===== config.mk =====
export PLATFORM = sky130hd
export DESIGN_NAME = spi_slave_shift
export DESIGN_NICKNAME = d
export VERILOG_FILES = /design/src/rtl/spi_slv_pkg.sv /design/src/rtl/spi_slv_sync.sv /design/src/rtl/spi_slv_tick.sv /design/src/rtl/spi_slv_core.sv /design/src/rtl/spi_slave_shift.sv
export SDC_FILE = /design/constraint.sdc
export NUM_CORES = 1
export LEC_CHECK = 0
export CAP_MARGIN = 30
export CORE_ASPECT_RATIO = 1.5
export CORE_MARGIN = 5
export CORE_UTILIZATION = 48
export CTS_BUF_LIST = sky130_fd_sc_hd__clkbuf_16
export DETAILED_ROUTE_END_ITERATION = 8
export GPL_TIMING_DRIVEN = 0
export PLACE_DENSITY = 0.74
export RECOVER_POWER = 50
export SLEW_MARGIN = 20
export SYNTH_ARGS = -nofsm -noshare
export SYNTH_HDL_FRONTEND = slang
export SYNTH_HIERARCHICAL = 1
export SYNTH_SLANG_ARGS = --single-unit

===== constraint.sdc =====
create_clock -name clk -period 1.8 [get_ports clk]
set_clock_uncertainty 0.05 [all_clocks]
set_input_delay 0.36 -clock clk [delete_from_list [all_inputs] [get_ports clk]]
set_output_delay 0.36 -clock clk [all_outputs]
set_load 0.005 [all_outputs]

===== src/rtl/spi_slv_pkg.sv =====
package spi_slv_pkg;
   typedef enum logic [1:0] {
      ST_IDLE  = 2'd0,
      ST_SHIFT = 2'd1,
      ST_TAIL  = 2'd2,
      ST_HOLD  = 2'd3
   } slv_state_t;
endpackage


===== src/rtl/spi_slv_sync.sv =====
module spi_slv_sync #(
   parameter int          WIDTH   = 3,
   parameter int          STAGES  = 2,
   parameter logic [WIDTH-1:0] RST_VAL = '0
) (
   input  logic             clk,
   input  logic             rst_n,
   input  logic [WIDTH-1:0] async_i,
   output logic [WIDTH-1:0] sync_o
);
   if (STAGES < 2) begin : g_bad_stages
      $error("spi_slv_sync: STAGES must be at least 2");
   end

   for (genvar b = 0; b < WIDTH; b++) begin : g_bit
      logic [STAGES-1:0] chain;
      always_ff @(posedge clk or negedge rst_n) begin
         if (!rst_n) chain <= {STAGES{RST_VAL[b]}};
         else        chain <= {chain[STAGES-2:0], async_i[b]};
      end
      assign sync_o[b] = chain[STAGES-1];
   end
endmodule


===== src/rtl/spi_slv_tick.sv =====
module spi_slv_tick #(
   parameter int DIV = 2
) (
   input  logic clk,
   input  logic rst_n,
   output logic tick_o
);
   if (DIV == 1) begin : g_full_rate
      assign tick_o = 1'b1;
   end else if (DIV == 2) begin : g_half_rate
      logic phase;
      always_ff @(posedge clk or negedge rst_n) begin
         if (!rst_n) phase <= 1'b0;
         else        phase <= ~phase;
      end
      assign tick_o = phase;
   end else begin : g_bad_div
      $error("spi_slv_tick: DIV must be 1 or 2");
      assign tick_o = 1'b0;
   end
endmodule


===== src/rtl/spi_slv_core.sv =====
module spi_slv_core
   import spi_slv_pkg::*;
#(
   parameter int WORD_W = 8
) (
   input  logic              clk,
   input  logic              rst_n,
   input  logic              tick_i,
   input  logic              sclk_s_i,
   input  logic              frame_i,
   input  logic              mosi_s_i,
   input  logic [WORD_W-1:0] tx_word_i,
   output logic              miso_o,
   output logic              miso_oe_o,
   output logic [WORD_W-1:0] rx_word_o,
   output logic              done_o
);
   localparam int CNT_W = $clog2(WORD_W + 1);
   localparam logic [CNT_W-1:0] LAST = CNT_W'(WORD_W - 1);

   slv_state_t        state;
   logic              sclk_q;
   logic [CNT_W-1:0]  bit_cnt;
   logic [WORD_W-1:0] tx_sr;
   logic [WORD_W-1:0] rx_sr;
   logic              sclk_rise;
   logic              sclk_fall;

   assign sclk_rise = sclk_s_i & ~sclk_q;
   assign sclk_fall = ~sclk_s_i & sclk_q;
   assign miso_o    = tx_sr[WORD_W-1];

   always_ff @(posedge clk or negedge rst_n) begin
      if (!rst_n) begin
         state     <= ST_IDLE;
         sclk_q    <= 1'b0;
         bit_cnt   <= '0;
         tx_sr     <= '0;
         rx_sr     <= '0;
         rx_word_o <= '0;
         miso_oe_o <= 1'b0;
         done_o    <= 1'b0;
      end else begin
         done_o <= 1'b0;
         if (tick_i) begin
            sclk_q <= sclk_s_i;
            if (!frame_i) begin
               state     <= ST_IDLE;
               tx_sr     <= tx_word_i;
               bit_cnt   <= '0;
               miso_oe_o <= 1'b0;
            end else begin
               unique case (state)
                  ST_IDLE: begin
                     state     <= ST_SHIFT;
                     miso_oe_o <= 1'b1;
                  end
                  ST_SHIFT: begin
                     if (sclk_rise) begin
                        rx_sr   <= {rx_sr[WORD_W-2:0], mosi_s_i};
                        bit_cnt <= bit_cnt + 1'b1;
                        if (bit_cnt == LAST) begin
                           rx_word_o <= {rx_sr[WORD_W-2:0], mosi_s_i};
                           done_o    <= 1'b1;
                           state     <= ST_TAIL;
                        end
                     end else if (sclk_fall && bit_cnt != '0) begin
                        tx_sr <= {tx_sr[WORD_W-2:0], 1'b0};
                     end
                  end
                  ST_TAIL: begin
                     if (sclk_fall) begin
                        miso_oe_o <= 1'b0;
                        state     <= ST_HOLD;
                     end
                  end
                  default: ;
               endcase
            end
         end
      end
   end
endmodule


===== src/rtl/spi_slave_shift.sv =====
module spi_slave_shift #(
   parameter int WORD_W      = 8,
   parameter int SYNC_STAGES = 2,
   parameter int SAMPLE_DIV  = 2
) (
   input  logic              clk,
   input  logic              rst_n,
   input  logic              sclk_i,
   input  logic              sel_n_i,
   input  logic              mosi_i,
   input  logic [WORD_W-1:0] tx_word_i,
   output logic              miso_o,
   output logic              miso_oe_o,
   output logic [WORD_W-1:0] rx_word_o,
   output logic              done_o
);
   if (WORD_W < 2) begin : g_bad_width
      $error("spi_slave_shift: WORD_W must be at least 2");
   end

   localparam int IN_W = 3;

   logic [IN_W-1:0] raw_in;
   logic [IN_W-1:0] sync_in;
   logic            tick;

   assign raw_in = {sel_n_i, sclk_i, mosi_i};

   spi_slv_sync #(
      .WIDTH   (IN_W),
      .STAGES  (SYNC_STAGES),
      .RST_VAL (3'b100)
   ) u_sync (
      .clk     (clk),
      .rst_n   (rst_n),
      .async_i (raw_in),
      .sync_o  (sync_in)
   );

   spi_slv_tick #(
      .DIV (SAMPLE_DIV)
   ) u_tick (
      .clk    (clk),
      .rst_n  (rst_n),
      .tick_o (tick)
   );

   spi_slv_core #(
      .WORD_W (WORD_W)
   ) u_core (
      .clk       (clk),
      .rst_n     (rst_n),
      .tick_i    (tick),
      .sclk_s_i  (sync_in[1]),
      .frame_i   (~sync_in[2]),
      .mosi_s_i  (sync_in[0]),
      .tx_word_i (tx_word_i),
      .miso_o    (miso_o),
      .miso_oe_o (miso_oe_o),
      .rx_word_o (rx_word_o),
      .done_o    (done_o)
   );
endmodule


; ---- Word level (Yosys, flattened, before mapping)
; Cells that the tools add are included.
[classes]
n_addsub = 1
eq_ne = 7
mux = 20
bitwise_logic = 6
reduce_logical = 14
[ops]
columns = cell, n
row1 = 2-to-1 mux 8 bit, 4
row2 = 2-to-1 mux 4 bit, 3
row3 = AND reduction 5 bit, 2
row4 = inequality test 3 x 2 -> 1 bit (second input constant), 3
row5 = 2-to-1 mux 2 bit, 4
row6 = AND reduction 4 bit, 2
row7 = nonzero test 4 bit, 2
row8 = 2-to-1 mux 1 bit, 7
row9 = case mux 2 bit (3 select lines), 1
row10 = AND reduction 3 bit, 2
row11 = nonzero test 2 bit, 3
row12 = adder 4 x 1 -> 4 bit (second input constant), 1
row13 = equality test 4 x 3 -> 1 bit (second input constant), 1
row14 = NOT 1 bit, 4
row15 = nonzero test 3 bit, 1
row16 = bitwise AND 1 bit, 2
row17 = equality test 2 x 1 -> 1 bit (second input constant), 1
row18 = equality test 2 bit (second input constant), 1
row19 = logical NOT 2 bit, 1
row20 = inequality test 2 bit (second input constant), 1
row21 = case mux 1 bit (2 select lines), 1
row22 = logical AND 1 bit, 1
[word_totals]
ff_bits = 39

; ---- Depth between registers and ports, before layout
; Gate-level depths: netlist of run 1.
[depth]
depth_word = 7
ltp_mapped = 7

; ---- Modules after synthesis
; Netlist of run 1, hierarchy kept.
[modules_own_cells]
columns = module, n_inst, cells_per_inst, area_per_inst_um2, seq_area_each_um2
row1 = spi_slv_core, 1, 126, 1515.2, 800.8
row2 = spi_slv_sync, 1, 9, 175.2, 152.6
row3 = spi_slv_tick, 1, 2, 28.8, 25.0
row4 = spi_slave_shift, 1, 1, 3.8, 0.0

; ---- Least setup slack after synthesis of run 1
; Ideal clock, no wire load.
[synth_path]
path_kind = register to register
startpoint = register u_core.state[1]
endpoint = register u_core.rx_sr[0]
setup_ps = 125
arrival_ps = 1542
slack_ps = 83
stages_incl_launch_ff = 6
synth_period_minus_slack_ps = 1717
cell_sequence = dfrtp_1 -> inv_1 -> ha_1 -> nand3_1 -> nor3b_4 -> mux2_2
[synth_between]
elab_chain_len = 2
[synth_rtl]
columns = element, line
row1 = from (decl), spi_slv_core.sv:21  ; slv_state_t state;
row2 = from (signal assigned), spi_slv_core.sv:35  ; state <= ST_IDLE;
row3 = from (signal assigned), spi_slv_core.sv:48  ; state <= ST_IDLE;
row4 = from (signal assigned), spi_slv_core.sv:55  ; state <= ST_SHIFT;
row5 = equality test 2 x 1 -> 1 bit, spi_slv_core.sv:53  ; unique case (state)
row6 = AND reduction 4 bit (no source line), n/a
row7 = to (signal assigned), spi_slv_core.sv:60  ; rx_sr <= {rx_sr[WORD_W-2:0], mosi_s_i};
row8 = to (decl), spi_slv_core.sv:25  ; logic [WORD_W-1:0] rx_sr;
; Every way passes these cells.
; A chain may end at the register's enable or synchronous reset.

; ---- Final worst setup path of run 1
[layout_path]
startpoint = register u_core.state[0]
endpoint = register u_core.state[1]
[layout_between]
elab_chain_len = 3
word_cells_on_any_way = 10
cone_classes = eq/ne (5) / mux (2) / reduce/logical (3)
[layout_rtl]
columns = element, line
row1 = "equality test 2 x 1 -> 1 bit, or another cell as far along", spi_slv_core.sv:53
row2 = "inequality test 3 x 2 -> 1 bit (no source line), or another cell as far along", n/a
row3 = AND reduction 5 bit (no source line) or 2-to-1 mux 2 bit (tied branches), n/a
; Several ways; a longest one is shown, not always the timed one.

==> results of run 1 <==
==> routing by layer <==
layer / track usage / share of wire / vias to the layer above
li1: - / - / 562
met1: 0.1741 / 0.40 / 620
met2: 0.2676 / 0.52 / 41
met3: 0.05280 / 0.059 / 11
met4: 0.07010 / 0.023 / 0
met5: 0 / 0 / -
==> cell usage in the layout (no fill, tap or decap), types with 2 or more instances in the layout <==
master           count
nor2b_1              2
mux2_4               8
nor2_1               2
dfrtp_1             36
a22o_1               2
buf_4                5
ha_1                 3
inv_1                5
nand3_1              2
o21ai_0              3
o22ai_1             13
clkdlybuf4s50_1     19
mux2_2               9
inv_2                3
dlygate4sd3_1        4
ha_4                 2
nand2_1              8
dfstp_2              2
a21oi_1              8
clkbuf_16            5
clkbuf_1             3
==> state kept, by name (all words and copies together) (netlist names) <==
| register | cells |
|---|---|
| u_core/rx_word_o | 8 |
| u_core/rx_sr | 7 |
| u_core/tx_sr | 8 |
| u_core/state | 2 |
| u_core/sclk_q | 1 |
| u_core/done_o | 1 |
| u_sync/g_bit.chain | 6 |
| u_tick/tick_o | 1 |
| u_core/bit_cnt | 4 |
| u_core/miso_oe_o | 1 |
==> path summary, 6_finish.rpt <==
kind | from | to | cells past startpoint
worst max-delay path | u_core/state[0]$_DFFE_PN0P_ | u_core/state[1]$_DFFE_PN0P_ | 6
worst min-delay path | u_sync/g_bit[2].chain[0]$_DFF_PN1_ | u_sync/g_bit[2].chain[1]$_DFF_PN1_ | 0
worst max register to register | u_core/state[0]$_DFFE_PN0P_ | u_core/state[1]$_DFFE_PN0P_ | 6
worst min register to register | u_sync/g_bit[2].chain[0]$_DFF_PN1_ | u_sync/g_bit[2].chain[1]$_DFF_PN1_ | 0
max in group asynchronous | rst_n | u_core/done_o$_DFF_PN0_ | 3
min in group asynchronous | rst_n | u_core/state[0]$_DFFE_PN0P_ | 2
==> power by group through the flow <==
stage / Sequential (W) / Combinational (W) / Clock (W)
floorplan: 0.00110 / 0.000330 / 0
global placement: 0.00112 / 0.000440 / 0
detailed placement: 0.00113 / 0.000480 / 0
CTS: 0.00111 / 0.000546 / 0.00101
global route: 0.00115 / 0.000677 / 0.00104
finish: 0.00113 / 0.000617 / 0.000976
==> critical path: cells and delay by family (launching register included) <==
kind                     cells  cell delay (ps)
AO/OA/AOI/OAI                2              270
adder cells (fa/ha/maj)      1              160
buffers and inverters        1               70
flip-flops                   1              410
multiplexers                 1              150
AND/OR/NAND/NOR              1              530
==> cells by family after synthesis <==
logic type	after synthesis	synth area share
muxes	18	0.1344
adders and majority gates	5	0.03631
AOI/OAI and AO/OA	34	0.1213
buffers and inverters	17	0.05011
and+or+nand+nor	25	0.09006
DFF	39	0.5679
==> what timing repair did <==
action | CTS | global route
pin swaps | 2 | 2
gates resized for setup | 2 | 14
endpoints found under the setup margin | 18 | 26
hold buffers | 1 | 0
buffers inserted | 3 | 0
hold endpoints to repair | 12 | 0
==> per-stage QoR <==
stage	cells	total power, W	TNS (ps)	instance area, µm²	worst slack (ps)
finish	215	0.002723	0	2282	30.33
global route	215	0.002864	-57.70	2282	-24.07
CTS	216	0.002661	0	2242	8.221
detailed placement	204	0.001610	-1092	2028	-162.0
global placement	203	0.001555	-20320	2006	-524.6
floorplan	138	0.001431	0	1723	83.34
==> cell type report <==
type,instances,share of cell area
repair buffers,28,0.1299
flip-flops and latches,39,0.4293
well taps,42,0.02303
clock buffers,5,0.05482
inverters,8,0.01316
multi-input cells,82,0.3092
plain buffers,8,0.02357
clock inverters,3,0.01700
==> flow_summary.yaml, run 1 <==
logic_synthesis:
  syn_nets: 156
  synth_top_cells_by_count: "dfrtp_1, o22ai_1, mux2_2"
  yosysMostFrequentCell: "dfrtp_1"
  syn_avg_cell_area_um2: 12.48
  ys_dominant_reg_cell: "dfrtp_1"
  synth_seq_cells: 39
  ys_seq_area_frac: 0.5679
  synth-warning-count: 6
  yosys.area.top_type: "dfrtp_1"
  netlist_area_mm2: 0.001723
  synthCells: 138
  synth_top_area_share: 0.5374
  yosysUniqueCellTypes: 36
  synth_area_leaders: "dfrtp_1, mux2_4, mux2_2, o22ai_1, ha_1"
  ys_async_sr_fraction: 1.000
  synth-edff-count: 0
power:
  clock_power_share: 0.358
  power.share.switching: 0.2698
  power.net_switching_w: 0.0007347
  max-vdd-ir-drop_mv: 0.9561
  p_leak_nw: 1.060
  seq_power_share: 0.415
  p_int_w: 0.001988
  p_comb_frac: 0.227
  power.density_mw_per_mm2: 1193
final_layout:
  drive_gt1_frac: 0.2890
  layout.nets: 190
  fillerInstances: 258
  multi_input_area_um2: 705.7
  final_util: 0.6618
  antenna_cells: 0
  syn2layout_area_growth_pct: 32.46
  regArea_um2: 979.7
global_routing:
  antenna_found_initial: 0
  first_global_vias: 1316
  grt_usage: 0.1585
  gr-total-overflow: 0
  grt_pass1_wl_um: 6044
  grt_start_max_net_pins: 26
critical_path:
  slowest_delay_ps: 530
  crit_type: "flop to flop"
  worstPathCellList: "inv_2 > ha_4 > or4b_4 > o211ai_1 > a31oi_1 > mux2i_1"
  critPathCaptureType: "flop"
  crit_slowest_cell: "or4b_4"
  crit_path_max_fanout: 3
  critical_path_arrival_ps: 1880
  ff2ff_setup_slack_ps: 30
  start_kind: "flop"
  required_ps: 1910
timing:
  slew_headroom: 0.4146
  worstMarginPinSlew_ps: 878.1
  min_period_ps: 1770
  fmax_mhz: 565.1
  rsz0062_at_grt: "yes"
  period_share: 0.9832
  setup_violations: 0
  drv_slew: 0
  final-hold-violation-count: 0
  whs_ps: 306.3
clock_tree:
  cts.path.max_buffers: 2
  clk_pin_slew_ps: 60
  cts_tree: "built"
  clk_latency_ps: 280
  cts_inserted_buffers: 5
  htreeDepth: 2
  cts_sinks: 39
  ctsRootBufferMaster: "clkbuf_16"
floorplanning:
  initial_core_util: 0.4996
  dieWidth_um: 58.92
  ioPinCount: 24
  die_area_mm2: 0.004912
  rows: 26
  fp.dieH_um: 83.38
  core_area_mm2: 0.003448
placed_design:
  port_buffers: 23
  dp_hpwl_um: 2442
  gp_congestion: 0.8274
routing:
  finalWirelength_um: 3650
  vias: 1234
  drt_iter0_drc: 41
  drt_pre_antenna_iters: 4
  via_per_inst: 5.740
  antenna_left: 0
  drc: 0
  wl_per_cell_um: 16.98
flow_run:
  maxCapViolCount: 0
status:
  outcome: "completed"
worst_hold_path:
  hp-class: "flop to flop"
No activity file was read; power rests on OpenSTA's default activity.
==> run 2, diff against run 1 <==
CORE_MARGIN = not set   (was 5)
SLEW_MARGIN = 5   (was 20)
==> run 2 against run 1 <==
  * Sequential power barely moved
  * Fmax rose by 1.9%
  * Final area fell by 0.71%
  * Via count fell by 2.5%
  * Utilization rose by 0.15 points
  * Cell count fell by 0.93%
  * Clock power rose by 15%
  * Combinational power fell by 10%
  * Largest cell class unchanged
  * Highest routed layer unchanged
==> flow_summary.yaml, run 2 (synthesis results as in run 1) <==
final_layout:
  largestRegisters: "u_core/rx_word_o (8), u_core/tx_sr (8), u_core/rx_sr (7)"
  layout.nets: 188
  fillerInstances: 254
  layout_common_cells: "dfrtp_1, clkdlybuf4s50_1, o22ai_1"
  mostFrequentLayoutCell: "dfrtp_1"
  drive_gt1_frac: 0.2807
  layout.cells.non_filler: 213
  antenna_cells: 0
  syn2layout_area_growth_pct: 31.52
floorplanning:
  initial_core_util: 0.5044
  dieWidth_um: 50.92
  core_area_mm2: 0.003416
  rows: 26
  fp.dieH_um: 75.38
  ioPinCount: 24
  die_area_mm2: 0.003838
critical_path:
  crit_path_max_fanout: 9
  crit_slowest_cell: "dfstp_2"
  critPathCaptureType: "flop"
  slowest_delay_ps: 360
  required_ps: 1920
  worstPathCellList: "buf_4 > inv_1 > buf_2 > nand3_2 > nor3b_4 > buf_12 > mux2_2"
  critical_path_arrival_ps: 1860
  start_kind: "flop"
  crit_type: "flop to flop"
global_routing:
  grt_start_max_net_pins: 40
  grt_pass1_wl_um: 5630
  antenna_found_initial: 0
  first_global_vias: 1171
  gr-total-overflow: 0
  grt_usage: 0.2095
routing:
  drt_iter0_drc: 28
  drt_pre_antenna_iters: 4
  vias: 1203
  antenna_left: 0
  wl_per_cell_um: 15.70
  finalWirelength_um: 3344
  via_per_inst: 5.648
  drc: 0
placed_design:
  dp_hpwl_um: 2181
  port_buffers: 23
  gp_congestion: 0.7695
  dp_cells: 203
  dpl_worst_slack_ps: -151.2
timing:
  fmax_mhz: 575.8
  timing.final.ws_setup_ps: 63.23
  period_share: 0.9649
  worstMarginPinSlew_ps: 938.3
  final-hold-violation-count: 0
  rsz0062_at_grt: "yes"
  min_period_ps: 1737
  setup_violations: 0
  slew_headroom: 0.3745
  drv_slew: 0
clock_tree:
  cts_sinks: 39
  htreeDepth: 2
  cts_tree: "built"
  clk_latency_ps: 280
  ctsRootBufferMaster: "clkbuf_16"
  cts_inserted_buffers: 5
  clk_pin_slew_ps: 60
  cts.path.max_buffers: 2
power:
  seq_power_share: 0.403
  power.net_switching_w: 0.0007104
  clock_power_share: 0.399
  max-vdd-ir-drop_mv: 1.116
  power.density_mw_per_mm2: 1238
  p_int_w: 0.002094
  p_leak_nw: 1.057
  p_comb_frac: 0.198
  power.share.switching: 0.2533
worst_hold_path:
  hp-class: "input pin to async pin"
status:
  outcome: "completed"
flow_run:
  maxCapViolCount: 0
## run 2: cell types whose count changed in the layout (fill, tap and decap cells not counted), sizes merged
| cell | before | now |
|---|---|---|
| bufinv | 1 | 2 |
| inv | 8 | 9 |
| clkbuf | 9 | 8 |
| dlygate4sd3 | 4 | 3 |
| clkinv | 2 | 0 |
## run 2: final timing paths
check / start / end / slack, ps / cells after the start
max: u_sync/g_bit[2].chain[1]$_DFF_PN1_ / u_core/rx_sr[5]$_DFFE_PN0P_ / 60 / 7
max in group asynchronous: rst_n / u_core/state[0]$_DFFE_PN0P_ / 910 / 1
max reg2reg: u_sync/g_bit[2].chain[1]$_DFF_PN1_ / u_core/rx_sr[5]$_DFFE_PN0P_ / 60 / 7
min: rst_n / u_core/miso_oe_o$_DFFE_PN0P_ / 160 / 1
min reg2reg: u_sync/g_bit[0].chain[0]$_DFF_PN0_ / u_sync/g_bit[0].chain[1]$_DFF_PN0_ / 290 / 0
min in group clk: u_sync/g_bit[0].chain[0]$_DFF_PN0_ / u_sync/g_bit[0].chain[1]$_DFF_PN0_ / 290 / 0
## run 2: repair_timing
action | 4_1_cts | 5_1_grt
hold buffers | 0 | 0
pin swaps | 1 | 1
gates resized for setup | 3 | 11
endpoints found under the hold margin | 0 | 0
setup buffers | 1 | 2
setup endpoints to repair | 21 | 26
## run 2: worst max-delay path, delay by kind of cell, from the launching register on
| family | cells | cell delay (ps) |
|---|---|---|
| buffers and inverters | 4 | 480 |
| AND/OR/NAND/NOR | 2 | 390 |
| flip-flops | 1 | 360 |
| multiplexers | 1 | 330 |
## run 2: cell type report
cell class | count | area (µm²) | share of cell area
Sequential cell | 39 | 979.7 | 0.4324
Multi-Input combinational cell | 82 | 703.2 | 0.3103
Timing Repair Buffer | 26 | 260.3 | 0.1149
Clock buffer | 5 | 125.1 | 0.05522
Clock inverter | 3 | 63.81 | 0.02816
Tap cell | 42 | 52.55 | 0.02319
Buffer | 8 | 51.30 | 0.02264
Inverter | 8 | 30.03 | 0.01325
## run 2: power by group through the flow
stage               clock network [W]  logic (W)  registers, W
floorplan                           0   0.000330       0.00110
global placement                    0   0.000438       0.00112
detailed placement                  0   0.000465       0.00113
CTS                           0.00114   0.000486       0.00111
global route                  0.00117   0.000616       0.00115
finish                        0.00112   0.000555       0.00113
## run 2: metrics by stage
step | cell area, µm² | hold WS [ps] | TNS (ps) | power (W) | utilization
global route | 2266 | 247.6 | -1.382 | 0.002939 | 0.6634
detailed placement | 2001 | 285.8 | -1066 | 0.001594 | 0.5857
floorplan | 1723 | 14.41 | 0 | 0.001431 | -
CTS | 2213 | 156.8 | 0 | 0.002742 | 0.6480
global placement | 2006 | 283.7 | -19240 | 0.001555 | 0.5872
finish | 2266 | 160.8 | 0 | 0.002805 | 0.6634
## run 2: routing by layer
metal | up-vias | routed length [µm] | share of wire | GRT usage
met4 | 0 | 82 | 0.025 | 0.1204
li1 | 555 | - | - | -
met5 | - | 0 | 0 | 0
met2 | 33 | 1801 | 0.54 | 0.3450
met3 | 8 | 161 | 0.048 | 0.06387
met1 | 607 | 1298 | 0.39 | 0.2417
==> run 3, diff against run 2 <==
HOLD_SLACK_MARGIN = 0.15   (was not set)
SYNTH_HIERARCHICAL = not set   (was 1)
TNS_END_PERCENT = 10   (was not set)
==> run 3 against run 2 <==
  * First-iteration DRC count is 68% lower
  * Final area is 5.2% lower
  * Clock power is 14% lower
  * Sequential share of layout area is 2.4 points higher
  * Cell count is 9.4% lower
  * Via count is 16% lower
  * Combinational power is 5.4% lower
  * Register-to-register slack worse by 30 ps
  * Hold slack better by 1.7 ps
  * Critical endpoint is now u_core.tx_sr[1]$_DFFE_PN0P_
  * Largest cell class unchanged
  * Highest routed layer unchanged
==> flow_summary.yaml, run 3 <==
status:
  outcome: "completed"
critical_path:
  required_ps: 1910
  critPathCaptureType: "flop"
  ff2ff_setup_slack_ps: 30
  critical_path_arrival_ps: 1880
  r2r-start: "u_core.bit_cnt[0]$_DFFE_PN0P_"
  r2r_end: "u_core.tx_sr[1]$_DFFE_PN0P_"
  start_kind: "flop"
  crit_path_max_fanout: 7
  crit_type: "flop to flop"
  r2r_cells: 6
global_routing:
  grt_usage: 0.1736
  top_usage_layer: "met2"
  grt_start_max_net_pins: 40
  first_global_vias: 1047
  grt_pass1_wl_um: 4595
  gr-total-overflow: 0
  grt_util_met2: 0.2963
  met3_usage: 0.06135
  global_route.usage.met1: 0.1828
  antenna_found_initial: 0
timing:
  slew_headroom: 0.3758
  period_share: 0.9839
  min_period_ps: 1771
  worstMarginPinSlew_ps: 936.4
  setup_violations: 0
  fmax_mhz: 564.6
  rsz0062_at_grt: "yes"
  drv_slew: 0
  final-hold-violation-count: 0
routing:
  drc: 0
  via_per_inst: 5.233
  antenna_left: 0
  finalWirelength_um: 2649
  drt_iter0_drc: 9
  wl_per_cell_um: 13.73
  drt_pre_antenna_iters: 3
  vias: 1010
final_layout:
  largestRegisters: "u_core.rx_word_o (8), u_core.tx_sr (8), u_core.rx_sr (7)"
  mostFrequentLayoutCell: "dfrtp_1"
  final_cell_area_mm2: 0.002148
  layout_common_cells: "dfrtp_1, mux2_2, clkdlybuf4s50_1"
  final_util: 0.6350
  layout.nets: 170
  drive_gt1_frac: 0.3642
  syn2layout_area_growth_pct: 27.66
  antenna_cells: 0
logic_synthesis:
  ys_async_sr_fraction: 1.000
  syn_avg_cell_area_um2: 14.02
  yosysMostFrequentCell: "dfrtp_1"
  synthCells: 120
  synth_top_area_share: 0.5502
  synth_area_leaders: "dfrtp_1, mux2_2, ha_1, dfstp_2, inv_1"
  syn_nets: 140
  synth_seq_cells: 39
  synth-warning-count: 0
  yosys.area.top_type: "dfrtp_1"
  ys_seq_area_frac: 0.5814
  synth-edff-count: 0
  synth_top_cells_by_count: "dfrtp_1, mux2_2, ha_1, inv_1, nand2_1"
  netlist_area_mm2: 0.001683
  yosysUniqueCellTypes: 26
  ys_dominant_reg_cell: "dfrtp_1"
clock_tree:
  ctsRootBufferMaster: "clkbuf_16"
  cts_inserted_buffers: 5
  clk_pin_slew_ps: 60
  htreeDepth: 2
  clk_latency_ps: 280
  cts_tree: "built"
  cts_hold_buf: 0
  cts_sinks: 39
  cts.path.max_buffers: 2
placed_design:
  gp_congestion: 0.6969
  port_buffers: 23
  dpl_cell_area_mm2: 0.001961
  dp_hpwl_um: 1881
floorplanning:
  dieWidth_um: 50.35
  die_area_mm2: 0.003752
  initial_core_util: 0.4974
  fp.dieH_um: 74.52
  rows: 26
  ioPinCount: 24
  core_area_mm2: 0.003383
power:
  max-vdd-ir-drop_mv: 0.9683
  power.density_mw_per_mm2: 1218
  p_leak_nw: 0.9876
flow_run:
  maxCapViolCount: 0
worst_hold_path:
  hp-class: "input pin to async pin"
-- run 3: area by class of cell --
type                    instances  area (µm²)
plain buffers                   1       5.005
clock buffers                   5       125.1
clock inverters                 3       38.79
fillers                       273        1235
inverters                       7       26.28
multi-input cells              72       688.2
flip-flops and latches         39       979.7
well taps                      42       52.55
repair buffers                 24       232.7
-- run 3: what timing repair did --
action	4_1_cts	5_1_grt
gates resized for setup	5	7
endpoints found under the hold margin	0	0
buffers inserted	0	1
endpoints found under the setup margin	14	21
pin swaps	0	2
-- run 3: cells by family after synthesis --
group,share of synthesized area
flops,0.5814
xor+xnor,0.005205
fa+ha+maj,0.05204
compound gates,0.04759
simple gates,0.06394
buf+inv,0.02156
mux,0.2282
-- run 3: worst max path at each step --
stage | startpoint | to | slack [ps] | cells past startpoint
final | u_core.bit_cnt[0]$_DFFE_PN0P_ | u_core.tx_sr[1]$_DFFE_PN0P_ | 30 | 6
after global routing | u_core.bit_cnt[1]$_DFFE_PN0P_ | u_core.tx_sr[1]$_DFFE_PN0P_ | -50 | 6
after CTS | u_core.bit_cnt[0]$_DFFE_PN0P_ | u_core.tx_sr[1]$_DFFE_PN0P_ | 9 | 6
after detailed placement | u_core.state[1]$_DFFE_PN0P_ | u_core.rx_sr[0]$_DFFE_PN0P_ | -90 | 6
after global placement | rst_n | u_sync.g_bit[0].chain[0]$_DFF_PN0_ | -510 | 1
after floorplan | u_core.state[1]$_DFFE_PN0P_ | u_core.rx_sr[0]$_DFFE_PN0P_ | 90 | 6
-- run 3: through the flow --
| step | setup TNS [ps] | std cells | hold WS [ps] | total power [W] | setup WS, ps |
|---|---|---|---|---|---|
| 4_1_cts | 0 | 193 | 158.0 | 0.002631 | 9.169 |
| 3_5_place_dp | -854.5 | 185 | 288.7 | 0.001649 | -87.58 |
| 6_report | 0 | 193 | 162.4 | 0.002616 | 28.91 |
| 2_1_floorplan | 0 | 120 | 14.41 | 0.001469 | 90.16 |
| 5_1_grt | -255.3 | 193 | 253.3 | 0.002763 | -50.98 |
| 3_3_place_gp | -19430 | 185 | 285.2 | 0.001607 | -513.1 |
-- run 3: worst max-delay path, stage by stage, from the launching register on --
cell	delay, ps
dfrtp_1	410
inv_2	70
ha_1	170
or3b_1	360
a21oi_2	200
nor2_4	90
mux2_2	290
-- run 3: power breakdown --
part	total (W)	switching, W	internal [W]
logic	0.000525	0.000209	0.000316
registers	0.00113	0.0000960	0.00103
clock network	0.000965	0.000320	0.000645
total	0.00262	0.000625	0.00199
-- run 3: routing by layer --
metal  wire length (µm)  share of wire
met5                  0              0
met4                 95          0.036
met1               1067           0.40
met3                134          0.051
met2               1352           0.51
